==> src/rtl/ssp_pkg.sv <==
package ssp_pkg;
  typedef enum logic {PH_ADDR = 1'b0, PH_DATA = 1'b1} ssp_phase_e;
  localparam int SSP_BYTE_W = 8;
  localparam int SSP_SYNC_STAGES = 2;
endpackage

==> src/rtl/ssp_pin_sync.sv <==
module ssp_pin_sync #(
  parameter int N = 4,
  parameter int STAGES = 2,
  parameter logic [N-1:0] RST_VAL = '0
) (
  input  logic         clk,
  input  logic         rst_n,
  input  logic [N-1:0] din,
  output logic [N-1:0] dout
);
  logic [N-1:0] stg [STAGES];

  for (genvar s = 0; s < STAGES; s++) begin : g_stage
    always_ff @(posedge clk or negedge rst_n) begin
      if (!rst_n) stg[s] <= RST_VAL;
      else if (s == 0) stg[s] <= din;
      else stg[s] <= stg[(s == 0) ? 0 : s-1];
    end
  end

  assign dout = stg[STAGES-1];
endmodule

==> src/rtl/ssp_frame.sv <==
module ssp_frame
  import ssp_pkg::*;
#(
  parameter int BYTE_W = 8
) (
  input  logic              clk,
  input  logic              rst_n,
  input  logic              cs_s,
  input  logic              sclk_s,
  input  logic              sdi_s,
  input  logic              srw_s,
  output logic              iss_valid,
  output logic              iss_write,
  output logic [BYTE_W-1:0] iss_addr,
  output logic [BYTE_W-1:0] iss_data,
  input  logic              ld_valid,
  input  logic [BYTE_W-1:0] ld_data,
  output logic              sdo_q,
  output logic              sdo_oe
);
  localparam int CNT_W = $clog2(BYTE_W);
  localparam logic [CNT_W-1:0] LAST = CNT_W'(BYTE_W-1);
  localparam logic [CNT_W-1:0] CNT_ONE = CNT_W'(1);
  localparam logic [BYTE_W-1:0] ONE = BYTE_W'(1);

  logic              sclk_d;
  logic              rise, fall;
  ssp_phase_e        phase;
  logic [CNT_W-1:0]  bit_cnt;
  logic [BYTE_W-1:0] rx, rx_next, addr, tx;

  assign rise    = sclk_s & ~sclk_d & ~cs_s;
  assign fall    = ~sclk_s & sclk_d & ~cs_s;
  assign rx_next = {sdi_s, rx[BYTE_W-1:1]};

  always_ff @(posedge clk or negedge rst_n) begin
    if (!rst_n) begin
      sclk_d    <= 1'b0;
      phase     <= PH_ADDR;
      bit_cnt   <= '0;
      rx        <= '0;
      addr      <= '0;
      tx        <= '0;
      sdo_q     <= 1'b0;
      sdo_oe    <= 1'b0;
      iss_valid <= 1'b0;
      iss_write <= 1'b0;
      iss_addr  <= '0;
      iss_data  <= '0;
    end else begin
      sclk_d    <= sclk_s;
      iss_valid <= 1'b0;
      sdo_oe    <= ~cs_s & srw_s;
      if (cs_s) begin
        bit_cnt <= '0;
        phase   <= PH_ADDR;
        tx      <= '0;
        sdo_q   <= 1'b0;
      end else begin
        if (rise) begin
          rx      <= rx_next;
          bit_cnt <= (bit_cnt == LAST) ? '0 : bit_cnt + CNT_ONE;
          if (bit_cnt == LAST) begin
            if (phase == PH_ADDR) begin
              phase <= PH_DATA;
              addr  <= rx_next;
              if (srw_s) begin
                iss_valid <= 1'b1;
                iss_write <= 1'b0;
                iss_addr  <= rx_next;
              end
            end else begin
              addr      <= addr + ONE;
              iss_valid <= 1'b1;
              iss_write <= ~srw_s;
              iss_addr  <= srw_s ? addr + ONE : addr;
              iss_data  <= rx_next;
            end
          end
        end
        if (fall && phase == PH_DATA && srw_s) begin
          sdo_q <= tx[0];
          tx    <= tx >> 1;
        end
        if (ld_valid) tx <= ld_data;
      end
    end
  end

  assert_sdo_on_fall_R2: assert property (@(posedge clk) disable iff (!rst_n)
    !$stable(sdo_q) |-> $past(fall || cs_s));

  assert_idle_no_issue_R4: assert property (@(posedge clk) disable iff (!rst_n)
    cs_s |=> !iss_valid);
endmodule

==> src/rtl/ssp_access.sv <==
module ssp_access #(
  parameter int BYTE_W = 8
) (
  input  logic              clk,
  input  logic              rst_n,
  input  logic              iss_valid,
  input  logic              iss_write,
  input  logic [BYTE_W-1:0] iss_addr,
  input  logic [BYTE_W-1:0] iss_data,
  output logic              acc_valid,
  input  logic              acc_ready,
  output logic              acc_write,
  output logic [BYTE_W-1:0] acc_addr,
  output logic [BYTE_W-1:0] acc_wdata,
  input  logic              rsp_valid,
  input  logic [BYTE_W-1:0] rsp_data,
  output logic              busy,
  output logic              ld_valid,
  output logic [BYTE_W-1:0] ld_data
);
  logic rd_pend;

  always_ff @(posedge clk or negedge rst_n) begin
    if (!rst_n) begin
      acc_valid <= 1'b0;
      acc_write <= 1'b0;
      acc_addr  <= '0;
      acc_wdata <= '0;
      busy      <= 1'b0;
      rd_pend   <= 1'b0;
    end else if (iss_valid && !busy) begin
      acc_valid <= 1'b1;
      acc_write <= iss_write;
      acc_addr  <= iss_addr;
      acc_wdata <= iss_data;
      busy      <= 1'b1;
      rd_pend   <= 1'b0;
    end else begin
      if (acc_valid && acc_ready) begin
        acc_valid <= 1'b0;
        if (acc_write) busy <= 1'b0;
        else rd_pend <= 1'b1;
      end
      if (rsp_valid && rd_pend) begin
        busy    <= 1'b0;
        rd_pend <= 1'b0;
      end
    end
  end

  assign ld_valid = rsp_valid & rd_pend;
  assign ld_data  = rsp_data;

  assert_req_hold_R9: assert property (@(posedge clk) disable iff (!rst_n)
    acc_valid && !acc_ready |=> acc_valid && $stable(acc_write) && $stable(acc_addr) && $stable(acc_wdata));

  assert_rsp_expected_R9: assert property (@(posedge clk) disable iff (!rst_n)
    rsp_valid |-> rd_pend);

  assert_wait_covers_req_R5: assert property (@(posedge clk) disable iff (!rst_n)
    acc_valid |-> busy);

  assert_wait_release_R5: assert property (@(posedge clk) disable iff (!rst_n)
    $fell(busy) |-> $past(rsp_valid) || $past(acc_valid && acc_ready && acc_write));
endmodule

==> src/rtl/ssp_serial_port.sv <==
module ssp_serial_port
  import ssp_pkg::*;
#(
  parameter int BYTE_W = SSP_BYTE_W,
  parameter int SYNC_STAGES = SSP_SYNC_STAGES
) (
  input  logic              clk,
  input  logic              rst_n,
  input  logic              cs_n,
  input  logic              sclk,
  input  logic              sdi,
  input  logic              srw,
  output logic              sdo,
  output logic              sdo_oe,
  output logic              swait,
  output logic              acc_valid,
  input  logic              acc_ready,
  output logic              acc_write,
  output logic [BYTE_W-1:0] acc_addr,
  output logic [BYTE_W-1:0] acc_wdata,
  input  logic              rsp_valid,
  input  logic [BYTE_W-1:0] rsp_data
);
  localparam int NPIN = 4;

  logic [NPIN-1:0]   pins_s;
  logic              iss_valid, iss_write, ld_valid;
  logic [BYTE_W-1:0] iss_addr, iss_data, ld_data;

  ssp_pin_sync #(.N(NPIN), .STAGES(SYNC_STAGES), .RST_VAL(4'b0001)) u_sync (
    .clk(clk), .rst_n(rst_n),
    .din({srw, sdi, sclk, cs_n}),
    .dout(pins_s)
  );

  ssp_frame #(.BYTE_W(BYTE_W)) u_frame (
    .clk(clk), .rst_n(rst_n),
    .cs_s(pins_s[0]), .sclk_s(pins_s[1]), .sdi_s(pins_s[2]), .srw_s(pins_s[3]),
    .iss_valid(iss_valid), .iss_write(iss_write), .iss_addr(iss_addr), .iss_data(iss_data),
    .ld_valid(ld_valid), .ld_data(ld_data),
    .sdo_q(sdo), .sdo_oe(sdo_oe)
  );

  ssp_access #(.BYTE_W(BYTE_W)) u_access (
    .clk(clk), .rst_n(rst_n),
    .iss_valid(iss_valid), .iss_write(iss_write), .iss_addr(iss_addr), .iss_data(iss_data),
    .acc_valid(acc_valid), .acc_ready(acc_ready), .acc_write(acc_write),
    .acc_addr(acc_addr), .acc_wdata(acc_wdata),
    .rsp_valid(rsp_valid), .rsp_data(rsp_data),
    .busy(swait), .ld_valid(ld_valid), .ld_data(ld_data)
  );
endmodule

==> config.mk <==
export PLATFORM = sky130hd
export DESIGN_NAME = ssp_serial_port
export DESIGN_NICKNAME = d
export VERILOG_FILES = /design/src/rtl/ssp_pkg.sv /design/src/rtl/ssp_pin_sync.sv /design/src/rtl/ssp_frame.sv /design/src/rtl/ssp_access.sv /design/src/rtl/ssp_serial_port.sv
export SDC_FILE = /design/constraint.sdc
export NUM_CORES = 1
export LEC_CHECK = 0
export ABC_CLOCK_PERIOD_IN_PS = 2900
export BUFFER_PORTS_ARGS = -buffer_cell sky130_fd_sc_hd__buf_2
export CORE_ASPECT_RATIO = 0.8
export CORE_MARGIN = 2
export CORE_UTILIZATION = 51
export CTS_CLUSTER_SIZE = 8
export DETAILED_ROUTE_END_ITERATION = 8
export HOLD_SLACK_MARGIN = 0.02
export PLACE_DENSITY = 0.71
export SYNTH_ARGS = -nofsm -noshare
export SYNTH_HDL_FRONTEND = slang
export SYNTH_SLANG_ARGS = --single-unit
==> constraint.sdc <==
create_clock -name clk -period 2.9 [get_ports clk]
set_input_delay 0.58 -clock clk [delete_from_list [all_inputs] [get_ports clk]]
set_output_delay 0.58 -clock clk [all_outputs]
set_load 0.05 [all_outputs]
==> results.md <==
Floorplan:
- The die is 75.64 um tall.
- The standard-cell row count is 26.
- The floorplan step set the die width to 93.55 um.
- The area of the placeable core is 6311 um^2.
- The die covers 7076 um^2.
- For this configuration, the core starts out at a cell density of 51.84%.
- The number of top-level design ports is 37.

GRT:
- The pin count of the biggest net entering global routing is 77.
- The global-route congestion overflow total is 0.
- The total routing usage reported by global routing is 17.60%.
- The number of global-route vias before repair is 1900.
- The initial antenna violation count is 0.
- The global-route wire length before repair is 9.404 mm.

CTS:
- The cell sitting at the root of the clock tree is a sky130_fd_sc_hd__clkbuf_8.
- TritonCTS built the clock tree.
- Clock tree synthesis inserted a total of 9 buffers.
- The number of buffers inserted to repair setup after CTS is 0.
- The clock passes through at most 2 buffers.
- The clock network latency to the later pin of the worst-skew pair is 0.34 ns.
- The number of gates given a new drive strength after cts is 0.
- The H-tree was split into 3 levels.
- The number of buffers inserted for hold repair after clock tree synthesis is 0.
- Clock-pin slew was measured on the worst setup and hold paths at 0.07 ns.
- The clock sink count is 76.

Routing:
- The post-detailed-route count of antenna-violating nets is 0.
- For this run, design rule violations remaining after detail routing come to 0.
- In this run, the number of DRC markers left after iteration 0 of detailed routing was 125.
- The post-detailed-route via-to-cell ratio is 5.255.
- The detailed-route wire length is 5.582 mm.
- The total via count in the routed design is 2060.
- The first-pass iteration count of the detailed router is 5.
- The detailed-route wire length per cell is 14.24 um.

Logic synthesis:
- The synthesized design contains 0 enable-type register cells.
- The netlist uses 37 different library cells.
- Counting instances in the post-synthesis netlist gives the leading cell types as 74 x sky130_fd_sc_hd__dfrtp_1, 24 x sky130_fd_sc_hd__mux2_2, 19 x sky130_fd_sc_hd__nand2_1, 18 x sky130_fd_sc_hd__nor2_1, 17 x sky130_fd_sc_hd__mux2i_1.
- The proportion of synthesized flip-flops having asynchronous set or reset is 100.0%.
- In the post-synthesis netlist, the biggest area contributors are sky130_fd_sc_hd__dfrtp_1 57%, sky130_fd_sc_hd__mux2_2 8.3%, sky130_fd_sc_hd__mux2i_1 5.2%.
- The number of nets in the synthesized netlist is 290.
- The count of yosys warnings during synthesis is 0.
- The most instantiated flip-flop cell in the synthesis netlist is sky130_fd_sc_hd__dfrtp_1.
- The most common cell in the synthesized netlist is sky130_fd_sc_hd__dfrtp_1.
- The cell area that synthesis handed to floorplanning was 3272 um^2.
- sky130_fd_sc_hd__dfrtp_1 takes more of the synthesized area than any other cell.
- The mean instance size in the synthesized netlist is 12.07 um^2.
- The cell count after synthesis came out at 271.
- The synthesized design contains 76 register bits.
- Of the synthesized area, sequential elements account for 58.20%.
- The area share of the largest cell type after synthesis is 56.60%.

Timing:
- Setup violations remaining at the end of the flow were counted as 0.
- After layout, the worst path uses 65.76% of the clock period.
- The number of hold-slack violations in the final timing report is 0.
- In this run the tightest slew margin relative to its limit is 38.53%.
- Setup repair after global routing left no endpoint under its margin.
- For this run, the top clock speed supported by timing is 524.4 MHz.
- The transition time at the pin with the least slew margin is 0.9220 ns.
- Summed over all failing endpoints, the final setup total negative slack is 0 ns.
- The final count of pins violating max slew is 0.
- The final critical-path required period is 1.907 ns.
- For the final database, setup skew stands at 0.01003 ns.

Cells and area:
- The count of antenna diodes in the layout is 0.
- The total of fill cells in the finished design is 546.
- The post-route netlist has 28.90% of its cells at a drive strength greater than 1.
- Cells fill 58.25% of the core in the end.
- The net count of the finished layout is 322.
- The synthesis-to-layout area growth is 12.35%.

Placed design:
- The HPWL after detailed placement is 3.805 mm.
- At the end of routability-driven placement, the weighted congestion stood at 0.8817.
- The total of buffers placed on input and output ports is 36.

Worst setup path:
- The highest fanout seen on the critical path is 15.
- For the worst flop-to-flop path, the logic depth is 3.
- The nature of the critical path startpoint is a flop.
- The critical path data required time is 3.14 ns.
- By startpoint and endpoint, the worst setup path is classified as reg -> reg.
- For the worst setup path, the data arrival time is 2.15 ns.
- STA classifies the critical path endpoint as a flop.

Status:
- The run finished with clean final reports.

Min path:
- The min-delay analysis places its worst path in the category in -> reg.
- Along the worst hold path, the cell count comes to 1.

Pwr:
- The power density over cell area is 586.7 nW/um^2.
- The worst vdd rail ir drop is 0.3122 mV.
- Summed over all cells, the static leakage comes to 1.849 nW.

Run:
- The tool flagged a number of max-cap violations equal to 0.
[placed cells by master, fill, tap and decap left out, types with 3 or more instances in the layout]
master                     netlist  routed
sky130_fd_sc_hd__xnor2_1         5       5
sky130_fd_sc_hd__mux2_2         24      24
sky130_fd_sc_hd__nand2_1        19      19
sky130_fd_sc_hd__o21ai_0        14      14
sky130_fd_sc_hd__o22ai_1         6       6
sky130_fd_sc_hd__dfrtp_1        74      74
sky130_fd_sc_hd__a21oi_1        13      13
sky130_fd_sc_hd__nor3_1          3       3
sky130_fd_sc_hd__ha_1            3       3
sky130_fd_sc_hd__nand2b_1        3       3
sky130_fd_sc_hd__nand3_1        10      10
sky130_fd_sc_hd__nor2_1         18      18
sky130_fd_sc_hd__nand4_1         6       6
sky130_fd_sc_hd__buf_2           9      35
sky130_fd_sc_hd__mux2i_1        17      17
sky130_fd_sc_hd__a211oi_1        7       7
sky130_fd_sc_hd__clkbuf_8        0      11
sky130_fd_sc_hd__mux2_4          6       6
sky130_fd_sc_hd__inv_1           7       7
[per-stage QoR]
stage | instance area, um^2 | instances | setup slack, ns | hold slack, ns | total power (W)
after floorplan | 3272 | 271 | 1.296 | 0.2844 | 0.001295
after global placement | 3473 | 376 | 0.9906 | 0.3332 | 0.001376
after detailed placement | 3473 | 376 | 1.011 | 0.3347 | 0.001378
after CTS | 3676 | 392 | 0.9741 | 0.3202 | 0.002183
after global routing | 3676 | 392 | 0.7920 | 0.3135 | 0.002260
final | 3676 | 392 | 0.9929 | 0.3343 | 0.002157
[metal layers]
layer / part of all wire [%] / up-vias / GRT usage, % / wire (um)
li1: - / 1024 / - / -
met1: 52 / 974 / 26.64 / 2892
met2: 41 / 55 / 24.14 / 2289
met3: 5.9 / 7 / 5.638 / 332
met4: 1.2 / 0 / 5.797 / 68
met5: 0 / - / 0 / 0
[cells by family (layout without fill, tap and decap cells)]
logic type / count (synthesis) / after routing / synth area share, %
flip-flops: 76 / 76 / 58.20
AND/OR/NAND/NOR: 68 / 68 / 10.44
AO/OA/AOI/OAI: 48 / 48 / 8.719
multiplexers: 47 / 47 / 16.21
buffers and inverters: 23 / 60 / 3.671
XOR/XNOR: 6 / 6 / 1.606
adder cells (fa/ha/maj): 3 / 3 / 1.147
[where the power goes]
| group | leakage [nW] | switching (W) | internal (W) |
|---|---|---|---|
| logic | 0.720 | 0.0000887 | 0.0000751 |
| clock network | 0.102 | 0.000363 | 0.000442 |
| registers | 1.03 | 0.0000681 | 0.00112 |
[registers in the layout, indices dropped and copies added, names as in the netlist, 3 cells and up]
| register | flops |
|---|---|
| u_frame.tx | 8 |
| u_frame.iss_addr | 8 |
| u_frame.rx | 7 |
| u_sync.stg | 4 |
| u_frame.iss_data | 8 |
| u_frame.addr | 8 |
| u_frame.bit_cnt | 3 |
| u_access.acc_wdata | 8 |
| u_sync.dout | 4 |
| u_access.acc_addr | 8 |
[final timing paths]
path                                      from               endpoint  slack, ns
worst max-delay path            u_sync.dout[3]          u_frame.tx[2]       0.99
min in group asynchronous                rst_n  u_access.acc_wdata[3]       0.37
worst min-delay path                      cs_n          u_sync.stg[4]       0.33
max in group asynchronous                rst_n          u_sync.stg[5]       1.93
worst min register to register   u_sync.stg[7]         u_sync.dout[3]       0.35
worst max register to register  u_sync.dout[3]          u_frame.tx[2]       0.99
[cell type report]
cell class	instances	area (um^2)	area share, %
inverters	7	26.28	0.7148
multi-input cells	172	1247	33.93
clock inverters	4	47.55	1.293
clock buffers	12	155.1	4.221
well taps	84	105.1	2.859
flip-flops and latches	76	1904	51.80
repair buffers	37	190.2	5.174
[worst max-delay path, cell delays in order (launching register included)]
cell	delay [ns]
sky130_fd_sc_hd__dfrtp_1	0.70
sky130_fd_sc_hd__nand4b_1	0.56
sky130_fd_sc_hd__mux2i_1	0.26
sky130_fd_sc_hd__a211oi_1	0.29
Power figures use the tool's default switching activity.
